[config.mk]
export PLATFORM = sky130hd
export DESIGN_NAME = duo_uart_regport
export DESIGN_NICKNAME = d
export VERILOG_FILES = /design/src/rtl/regif_pkg.sv /design/src/rtl/regif_sync.sv /design/src/rtl/regif_mode_ptr.sv /design/src/rtl/regif_regs.sv /design/src/rtl/duo_uart_regport.sv
export SDC_FILE = /design/constraint.sdc
export NUM_CORES = 1
export LEC_CHECK = 0
export BUFFER_PORTS_ARGS = -buffer_cell sky130_fd_sc_hd__buf_2
export CAP_MARGIN = 20
export CORE_AREA = 2 2 101 103
export CTS_CLUSTER_SIZE = 25
export DETAILED_ROUTE_END_ITERATION = 12
export DIE_AREA = 0 0 103 105
export GPL_TIMING_DRIVEN = 0
export PLACE_DENSITY = 0.76
export SLEW_MARGIN = 10
export SYNTH_ARGS = -nofsm -noshare
export SYNTH_HDL_FRONTEND = slang
export SYNTH_HIERARCHICAL = 1
export SYNTH_SLANG_ARGS = --single-unit
[constraint.sdc]
create_clock -name clk -period 2.45 [get_ports clk]
set_clock_uncertainty 0.05 [all_clocks]
set_input_delay 0.49 -clock clk [delete_from_list [all_inputs] [get_ports clk]]
set_output_delay 0.49 -clock clk [all_outputs]
set_load 0.02 [all_outputs]
[src/rtl/regif_pkg.sv]
package regif_pkg;

  localparam int ADDR_W    = 6;
  localparam int DATA_W    = 8;
  localparam int CH_N      = 2;
  localparam int CH_W      = (CH_N > 1) ? $clog2(CH_N) : 1;
  localparam int OFF_W     = 3;                 // offsets within one channel window
  localparam int CH_STRIDE = 1 << OFF_W;
  localparam int CH_SPAN   = CH_N * CH_STRIDE;
  localparam int NUM_CTL   = 3;                 // cs, rd, wr

  localparam logic [OFF_W-1:0]  OFF_MODE = 3'd0;
  localparam logic [OFF_W-1:0]  OFF_CLK  = 3'd1;
  localparam logic [OFF_W-1:0]  OFF_CMD  = 3'd2;
  localparam logic [OFF_W-1:0]  OFF_DATA = 3'd3;
  localparam logic [ADDR_W-1:0] ADR_AUX  = 6'h10;
  localparam logic [ADDR_W-1:0] ADR_MASK = 6'h11;

  localparam logic [3:0] CMD_PTR_HOME = 4'h1;

  typedef enum logic [2:0] {
    SEL_NONE, SEL_MODE, SEL_CLK, SEL_CMD, SEL_DATA, SEL_AUX, SEL_MASK
  } sel_e;

  typedef struct packed {
    sel_e             kind;
    logic [CH_W-1:0]  ch;
  } dec_t;

  // Address decode shared by the read and the write side.
  function automatic dec_t decode_addr(input logic [ADDR_W-1:0] a);
    dec_t d;
    d.kind = SEL_NONE;
    d.ch   = CH_W'(a >> OFF_W);
    if (int'(a) < CH_SPAN) begin
      case (a[OFF_W-1:0])
        OFF_MODE: d.kind = SEL_MODE;
        OFF_CLK:  d.kind = SEL_CLK;
        OFF_CMD:  d.kind = SEL_CMD;
        OFF_DATA: d.kind = SEL_DATA;
        default:  d.kind = SEL_NONE;
      endcase
    end else if (a == ADR_AUX) begin
      d.kind = SEL_AUX;
    end else if (a == ADR_MASK) begin
      d.kind = SEL_MASK;
    end
    return d;
  endfunction

  // Upper command nibble selects the pointer-return action.
  function automatic logic is_ptr_home(input logic [DATA_W-1:0] cmd);
    return cmd[DATA_W-1 -: 4] == CMD_PTR_HOME;
  endfunction

endpackage

[src/rtl/regif_sync.sv]
module regif_sync #(
  parameter int STAGES = 2
) (
  input  logic clk,
  input  logic rst,
  input  logic async_in,
  output logic level
);
  // Inactive (high) reset value so no strobe event appears out of reset.
  logic [STAGES-1:0] chain_q;

  always_ff @(posedge clk) begin
    if (rst) chain_q <= '1;
    else     chain_q <= {chain_q[STAGES-2:0], async_in};
  end

  assign level = chain_q[STAGES-1];
endmodule

[src/rtl/regif_mode_ptr.sv]
module regif_mode_ptr (
  input  logic clk,
  input  logic rst,
  input  logic go_home,
  input  logic access,
  output logic at_second
);
  always_ff @(posedge clk) begin
    if (rst)          at_second <= 1'b0;
    else if (go_home) at_second <= 1'b0;
    else if (access)  at_second <= 1'b1;
  end

  // an access moves the pointer to the second mode register
  p_advance_r5: assert property (@(posedge clk) disable iff (rst)
    access && !go_home |=> at_second);

  // once at the second register the pointer only leaves on a command
  p_sticky_r6: assert property (@(posedge clk) disable iff (rst)
    at_second && !go_home |=> at_second);

  // the return command always lands on the first register
  p_home_r7: assert property (@(posedge clk) disable iff (rst)
    go_home |=> !at_second);
endmodule

[src/rtl/regif_regs.sv]
module regif_regs
  import regif_pkg::*;
(
  input  logic              clk,
  input  logic              rst,
  input  logic              wr_fire,
  input  logic [ADDR_W-1:0] wr_addr,
  input  logic [DATA_W-1:0] wr_data,
  input  logic [CH_N-1:0]   ptr_second,
  input  logic [ADDR_W-1:0] rd_addr,
  output logic [DATA_W-1:0] rd_val
);
  logic [DATA_W-1:0] mode1_q [CH_N];
  logic [DATA_W-1:0] mode2_q [CH_N];
  logic [DATA_W-1:0] clks_q  [CH_N];
  logic [DATA_W-1:0] data_q  [CH_N];
  logic [DATA_W-1:0] aux_q, mask_q;

  dec_t wdec, rdec;
  assign wdec = decode_addr(wr_addr);
  assign rdec = decode_addr(rd_addr);

  always_ff @(posedge clk) begin
    if (rst) begin
      for (int c = 0; c < CH_N; c++) begin
        mode1_q[c] <= '0;
        mode2_q[c] <= '0;
        clks_q[c]  <= '0;
        data_q[c]  <= '0;
      end
      aux_q  <= '0;
      mask_q <= '0;
    end else if (wr_fire) begin
      for (int c = 0; c < CH_N; c++) begin
        if (wdec.ch == CH_W'(c)) begin
          case (wdec.kind)
            SEL_MODE: if (ptr_second[c]) mode2_q[c] <= wr_data;
                      else               mode1_q[c] <= wr_data;
            SEL_CLK:  clks_q[c] <= wr_data;
            SEL_DATA: data_q[c] <= wr_data;
            default:  ;
          endcase
        end
      end
      if (wdec.kind == SEL_AUX)  aux_q  <= wr_data;
      if (wdec.kind == SEL_MASK) mask_q <= wr_data;
    end
  end

  always_comb begin
    rd_val = '0;
    case (rdec.kind)
      SEL_MODE: rd_val = ptr_second[rdec.ch] ? mode2_q[rdec.ch] : mode1_q[rdec.ch];
      SEL_CLK:  rd_val = clks_q[rdec.ch];
      SEL_DATA: rd_val = data_q[rdec.ch];
      SEL_AUX:  rd_val = aux_q;
      SEL_MASK: rd_val = mask_q;
      default:  rd_val = '0;   // command register and holes read zero
    endcase
  end

  // a write to a hole leaves the block-level registers untouched
  p_hole_write_ignored_r9: assert property (@(posedge clk) disable iff (rst)
    wr_fire && wdec.kind == SEL_NONE |=> $stable(aux_q) && $stable(mask_q));
endmodule

[src/rtl/duo_uart_regport.sv]
module duo_uart_regport
  import regif_pkg::*;
#(
  parameter int SYNC_STAGES = 2
) (
  input  logic              clk,
  input  logic              rst,
  input  logic              cs_n,
  input  logic              rd_n,
  input  logic              wr_n,
  input  logic [ADDR_W-1:0] addr,
  input  logic [DATA_W-1:0] wdata,
  output logic [DATA_W-1:0] rdata,
  output logic              rdata_oe
);
  localparam int IX_WR = 0;
  localparam int IX_RD = 1;
  localparam int IX_CS = 2;

  // ---- strobe synchronisation ----
  logic [NUM_CTL-1:0] ctl_raw, ctl_lvl;
  assign ctl_raw = {cs_n, rd_n, wr_n};

  for (genvar i = 0; i < NUM_CTL; i++) begin : g_sync
    regif_sync #(.STAGES(SYNC_STAGES)) sync_i (
      .clk(clk), .rst(rst), .async_in(ctl_raw[i]), .level(ctl_lvl[i])
    );
  end

  // ---- access events: one pulse per strobe ----
  logic rd_act, rd_act_q, wr_act, wr_act_q;
  logic rd_start, wr_fire;

  assign rd_act   = !ctl_lvl[IX_RD] && !ctl_lvl[IX_CS];
  assign wr_act   = !ctl_lvl[IX_WR] && !ctl_lvl[IX_CS];
  assign rd_start = rd_act && !rd_act_q;     // leading edge of a read
  assign wr_fire  = !wr_act && wr_act_q;     // trailing edge of a write

  logic [ADDR_W-1:0] wa_q;
  logic [DATA_W-1:0] wd_q;
  logic [DATA_W-1:0] rd_hold_q;
  logic [DATA_W-1:0] rd_val;

  always_ff @(posedge clk) begin
    if (rst) begin
      rd_act_q <= 1'b0;
      wr_act_q <= 1'b0;
      wa_q     <= '0;
      wd_q     <= '0;
    end else begin
      rd_act_q <= rd_act;
      wr_act_q <= wr_act;
      if (wr_act) begin
        wa_q <= addr;
        wd_q <= wdata;
      end
    end
  end

  // ---- mode pointers, one per channel ----
  dec_t wdec, rdec;
  assign wdec = decode_addr(wa_q);
  assign rdec = decode_addr(addr);

  logic [CH_N-1:0] ptr_second, ptr_home, ptr_access;

  for (genvar c = 0; c < CH_N; c++) begin : g_ptr
    assign ptr_home[c]   = wr_fire && wdec.kind == SEL_CMD && wdec.ch == CH_W'(c)
                           && is_ptr_home(wd_q);
    assign ptr_access[c] = (wr_fire  && wdec.kind == SEL_MODE && wdec.ch == CH_W'(c))
                        || (rd_start && rdec.kind == SEL_MODE && rdec.ch == CH_W'(c));
    regif_mode_ptr ptr_i (
      .clk(clk), .rst(rst), .go_home(ptr_home[c]),
      .access(ptr_access[c]), .at_second(ptr_second[c])
    );
  end

  // ---- register storage ----
  regif_regs regs_i (
    .clk(clk), .rst(rst), .wr_fire(wr_fire), .wr_addr(wa_q), .wr_data(wd_q),
    .ptr_second(ptr_second), .rd_addr(addr), .rd_val(rd_val)
  );

  // ---- read data capture ----
  always_ff @(posedge clk) begin
    if (rst)           rd_hold_q <= '0;
    else if (rd_start) rd_hold_q <= rd_val;
  end

  assign rdata_oe = rd_act_q;
  assign rdata    = rd_act_q ? rd_hold_q : '0;

  // releasing the strobe or the select ends the drive on the next edge
  p_oe_release_r2: assert property (@(posedge clk) disable iff (rst)
    ctl_lvl[IX_RD] || ctl_lvl[IX_CS] |=> !rdata_oe);

  // each read and each write produces a single event
  p_one_read_r10: assert property (@(posedge clk) disable iff (rst)
    rd_start |=> !rd_start);
  p_one_write_r10: assert property (@(posedge clk) disable iff (rst)
    wr_fire |=> !wr_fire);

  // a hole read presents zero
  p_hole_read_zero_r9: assert property (@(posedge clk) disable iff (rst)
    rd_start && rdec.kind == SEL_NONE |=> rdata == '0);

  // no write event without a selected write strobe in the previous cycle
  p_write_needs_select_r3: assert property (@(posedge clk) disable iff (rst)
    wr_fire |-> $past(!ctl_lvl[IX_CS] && !ctl_lvl[IX_WR]));
endmodule

# Word-level counts from Yosys, hierarchy flattened
# Memory sizes are Yosys's and may differ from the RTL's.
# Cells that the tools add are included.
# classes
n_eq_ne,22
n_bitwise,10
reduce_logical,28
n_lt_le_gt_ge,3
muxes,65
# op_table
cell,count
$mux 8,10
$mux 1,46
$pmux 8 s5,1
$eq 6x5->1 const B,4
$pmux 3 s4,2
$eq 3x2->1 const B,7
$eq 3x3->1 const B,6
$mux 3,6
$logic_and 1x1->1,15
$eq 3x1->1 const B,4
$lt 6x5->1 const B,2
$or 1x1->1,8
$logic_not 3->1,2
$logic_not 1->1,5
$eq 4x1->1 const B,1
$reduce_and 2->1,2
$reduce_or 2->1,2
$logic_or 1x1->1,2
$lt 1x2->1 const B,1
$not 1->1,2
# totals
ff_bits,48
input_bits,19
output_inout_bits,9
mem_count,4
elab_cells,144
ram_bits,64
# mem_list
memory,depth,width,read_ports,rd_clocked_by_memory_dff,write_ports,line_no,text
regs_i.clks_q,2,8,1,0,2,regif_regs.sv:15,logic [DATA_W-1:0] clks_q [CH_N];
regs_i.data_q,2,8,1,0,2,regif_regs.sv:16,logic [DATA_W-1:0] data_q [CH_N];
regs_i.mode1_q,2,8,1,0,2,regif_regs.sv:13,logic [DATA_W-1:0] mode1_q [CH_N];
regs_i.mode2_q,2,8,1,0,2,regif_regs.sv:14,logic [DATA_W-1:0] mode2_q [CH_N];

# Longest topological paths before layout
# depth
ltp_word,11
ltp_mapped,7
ltp_nobuf,6

# By module
# Netlist, hierarchy kept.
# by_module_without_submodules
mod,instances,seq_area_each_um2,cells_each,area_each_um2
regif_regs,1,2242.2,264,3560.9
duo_uart_regport,1,480.5,129,975.9
regif_sync,3,40.0,4,52.6
regif_mode_ptr,2,20.0,3,33.8

# Worst setup path after synthesis
# No wires, ideal clock.
# synth_path
path_type,input -> register
from,input addr[3]
to,register rd_hold_q[0]
arrival_time_ns,1.912
slack_ns,0.417
required_ns,2.330
cell_stages,7
path_buffers,1
setup_ns,0.070
path_cell_list,buf_2 > or4b_1 > nor3b_2 > a22o_1 > a211o_1 > nand2_1 > a21oi_1
# synth_between
elab_chain_cells,6
word_cells_on_any_way,19
cone_classes,order compare (1); eq/ne (7); mux (7); memory (4)
# synth_rtl
item,line_no,text
start: declaration,duo_uart_regport.sv:11,"input logic [ADDR_W-1:0] addr,"
branches (longest 5 deep; another with $lt 6x5->1),-,
$pmux 8 s5 *,regif_regs.sv:52,case (rdec.kind)
via rd_val[0],duo_uart_regport.sv:42,logic [DATA_W-1:0] rd_val;
end signal: assignment,duo_uart_regport.sv:87,else if (rd_start) rd_hold_q <= rd_val;
end: declaration,duo_uart_regport.sv:41,logic [DATA_W-1:0] rd_hold_q;
# Mark *: on every way through the listed nets, which the timed path passes. The select of a mux whose other input is x is not followed.
# A chain may end at the register's enable or synchronous reset.

==> flow_summary.yaml <==
synth:
  synth-compound-area-share: 0.1038
  synth_cell_types: 40
  netlist_top_cells_count: "64 x edfxtp_1, 48 x dfxtp_1, 48 x nand2_1"
  synth-simple-area-share: 0.1855
  syn_avg_cell_area_um2: 11.59
  syn_area_mm2: 0.004762
  synth.net_count: 430
  synthMuxAreaShare: 0.08618
  yosysTopAreaCellShare: 0.4036
  synth.largest_area_cell: "edfxtp_1"
  synth.most_common_cell: "edfxtp_1"
  ys_dominant_reg_cell: "edfxtp_1"
  synth_area_leaders: "edfxtp_1 40%, dfxtp_1 20%, mux2i_1 8.6%, and2_1 5.3%, nand2_1 3.8%"
  synth-seq-cells: 112
  synthAdderAreaFrac: 0
  ys_seq_area_frac: 0.6054
  synth_top_family_by_area: "simple AND/OR/NAND/NOR gates"
  synth_warnings: 6
  syn_inst: 411
  synth-async-reset-ratio: 0
  synth_edf_count: 64
  synthXorXnorAreaFrac: 0
worst_setup_path:
  path_class: "reg2reg"
  reg2reg_slack_ps: 220
  crit_chain: "o21ai_0 > inv_1 > nand2b_1 > nor3_1 > and2_1"
  max_stage_delay_ps: 650
  r2r_end: "regs_i/clks_q[1][1]$_DFFE_PP_"
  arrival_ps: 2410
  required_ps: 2630
  worstPathMaxFanout: 8
  crit_path_end_kind: "flop"
  r2r_cells: 5
  cp-startpoint: "g_sync[2].sync_i/chain_q[1]$_SDFF_PP1_"
  critPathSlowestCell: "nor3_1"
  r2r-start: "g_sync[2].sync_i/chain_q[1]$_SDFF_PP1_"
  startpoint_type: "flop"
drt:
  first_pass_iters: 5
  ant_nets: 0
  vias_per_cell: 5.535
  num_vias: 3249
  wire_per_inst_um: 17.72
  routed_wl_um: 10400
  drt_iter0_markers: 217
  drc_errors: 0
run:
  drv_cap: 0
global_routing:
  grt_overflow: 0
  grt_pass1_vias: 3122
  grtUsageTotal: 0.1994
  grt_max_degree: 19
  grt_pass1_wl_um: 16030
  antenna_found_initial: 0
clock_network:
  cts_setup_buffers: 0
  htree_levels: 3
  cts_buffer_depth: 2
  ctsResizeCount: 0
  cts-root-buf: "clkbuf_8"
  clk_pin_slew_ps: 100
  numClockSinks: 112
  clock_latency_ps: 370
  cts_tree: "done"
  cts_buffers: 9
  hold_buffers: 0
sta:
  rsz0062_at_grt: "no"
  period_needed_ps: 2234
  finalHoldViolCount: 0
  fin_ws_ps: 216.5
  min_period_over_period: 0.9116
  worst_pin_slew_ps: 802.5
  fmax_mhz: 447.7
  finalMaxSlewViolations: 0
  max-slew-margin-rel: 0.4609
  setup_viol: 0
die:
  io_pins: 28
  die-area_mm2: 0.01082
  core_area_mm2: 0.009639
  die_x_um: 103
  die_h_um: 105
  initial_core_util: 0.4940
  num_rows: 36
final_layout:
  area_growth_syn_to_layout_pct: 10.14
  final_nets: 468
  drive_above_1_share: 0.1300
  diodes: 0
  fin_util: 0.5441
place:
  dp_slack_ps: -113.5
  place_congestion: 0.8462
  dp_hpwl_um: 7362
  port_buffers: 27
worst_hold_path:
  whs_path_depth: 2
  hp-start: "rd_n"
  min_to: "g_sync[1].sync_i/chain_q[0]$_SDFF_PP1_"
  hold_path.class: "in2reg"
power:
  p_per_area_mw_per_mm2: 603.3
  total_leakage_power_nw: 1.962
  ir_drop_v: 0.0003444
outcome:
  outcome: "completed"
[cells in the final DEF, fill, tap and decap left out, drive strengths merged, types with 2 or more instances in the layout]
cell type  Yosys  final
mux2i         41     41
nand2b         3      3
a211o          8      8
or3            3      3
or4b           3      3
or4            3      3
nand3          3      3
nor3          11     11
buf            3     30
a21oi         32     32
o21ai          2      2
or2            7      7
o22ai          8      8
nor2b          9      9
clkbuf        16     25
a31o           2      2
and2          40     40
nor2          24     24
a22o           8      8
edfxtp        64     64
o21bai         4      4
clkinv         0      3
dfxtp         48     48
nor3b          4      4
inv            3      6
nand2         48     48
a211oi         8      8
[final cells by class]
| type | count | area, um^2 |
|---|---|---|
| Inverter | 3 | 11.26 |
| Sequential cell | 112 | 2883 |
| Tap cell | 133 | 166.4 |
| Clock buffer | 9 | 123.9 |
| Fill cell | 831 | 4394 |
| Multi-Input combinational cell | 277 | 1800 |
| Buffer | 19 | 80.08 |
| Clock inverter | 7 | 45.04 |
| Timing Repair Buffer | 27 | 135.1 |
[cell families (layout without fill, tap and decap cells)]
group	count (synthesis)	after routing
compound gates	75	75
buf+inv	22	65
mux	41	41
simple gates	161	161
flops	112	112
[routing by layer]
metal / share of wire / GRT usage
met3: 0.043 / 0.02876
met5: 0 / 0
met4: 0.013 / 0.05451
met2: 0.50 / 0.3326
met1: 0.44 / 0.2701
[how the worst max path moves through the flow]
stage                                                end  slack, ps  cells after the start
after floorplan                rd_hold_q[0]$_SDFFE_PP0P_        420                      7
after global placement         rd_hold_q[1]$_SDFFE_PP0P_       -110                      8
after detailed placement       rd_hold_q[3]$_SDFFE_PP0P_       -110                      8
after CTS                 regs_i/mode1_q[0][2]$_DFFE_PP_         40                      5
after global routing       regs_i/clks_q[1][5]$_DFFE_PP_          9                      5
final                      regs_i/clks_q[1][1]$_DFFE_PP_        220                      5
[flip-flops by register name, summed over array words and instances, names as in the netlist, 8 cells and up]
name and count:
wd_q 8, regs_i/mode2_q 16, regs_i/mask_q 8, rd_hold_q 8, regs_i/clks_q 16, regs_i/mode1_q 16, regs_i/data_q 16, regs_i/aux_q 8
[critical path: cells and delay by family (launching register included)]
kind | cells | cell delay (ps)
AOI/OAI and AO/OA | 1 | 240
buffers and inverters | 1 | 260
DFF | 1 | 460
and+or+nand+nor | 3 | 1080
[report_power, final]
part | switching, mW | internal (mW) | leakage, nW
sequential | 0.0175 | 2.02 | 1.05
combinational | 0.0916 | 0.0508 | 0.826
clock | 0.611 | 0.371 | 0.0878
[through the flow]
stage	cell area, um^2	hold slack [ps]	power, mW	setup TNS, ps	cells
2_1_floorplan	4762	333.2	2.163	0	411
3_3_place_gp	5064	338.2	2.218	-582.5	571
3_5_place_dp	5064	342.2	2.224	-642.9	571
4_1_cts	5233	228.5	3.179	0	587
5_1_grt	5245	229.9	3.267	0	587
6_report	5245	240.4	3.164	0	587
No activity file was read; power rests on OpenSTA's default activity.
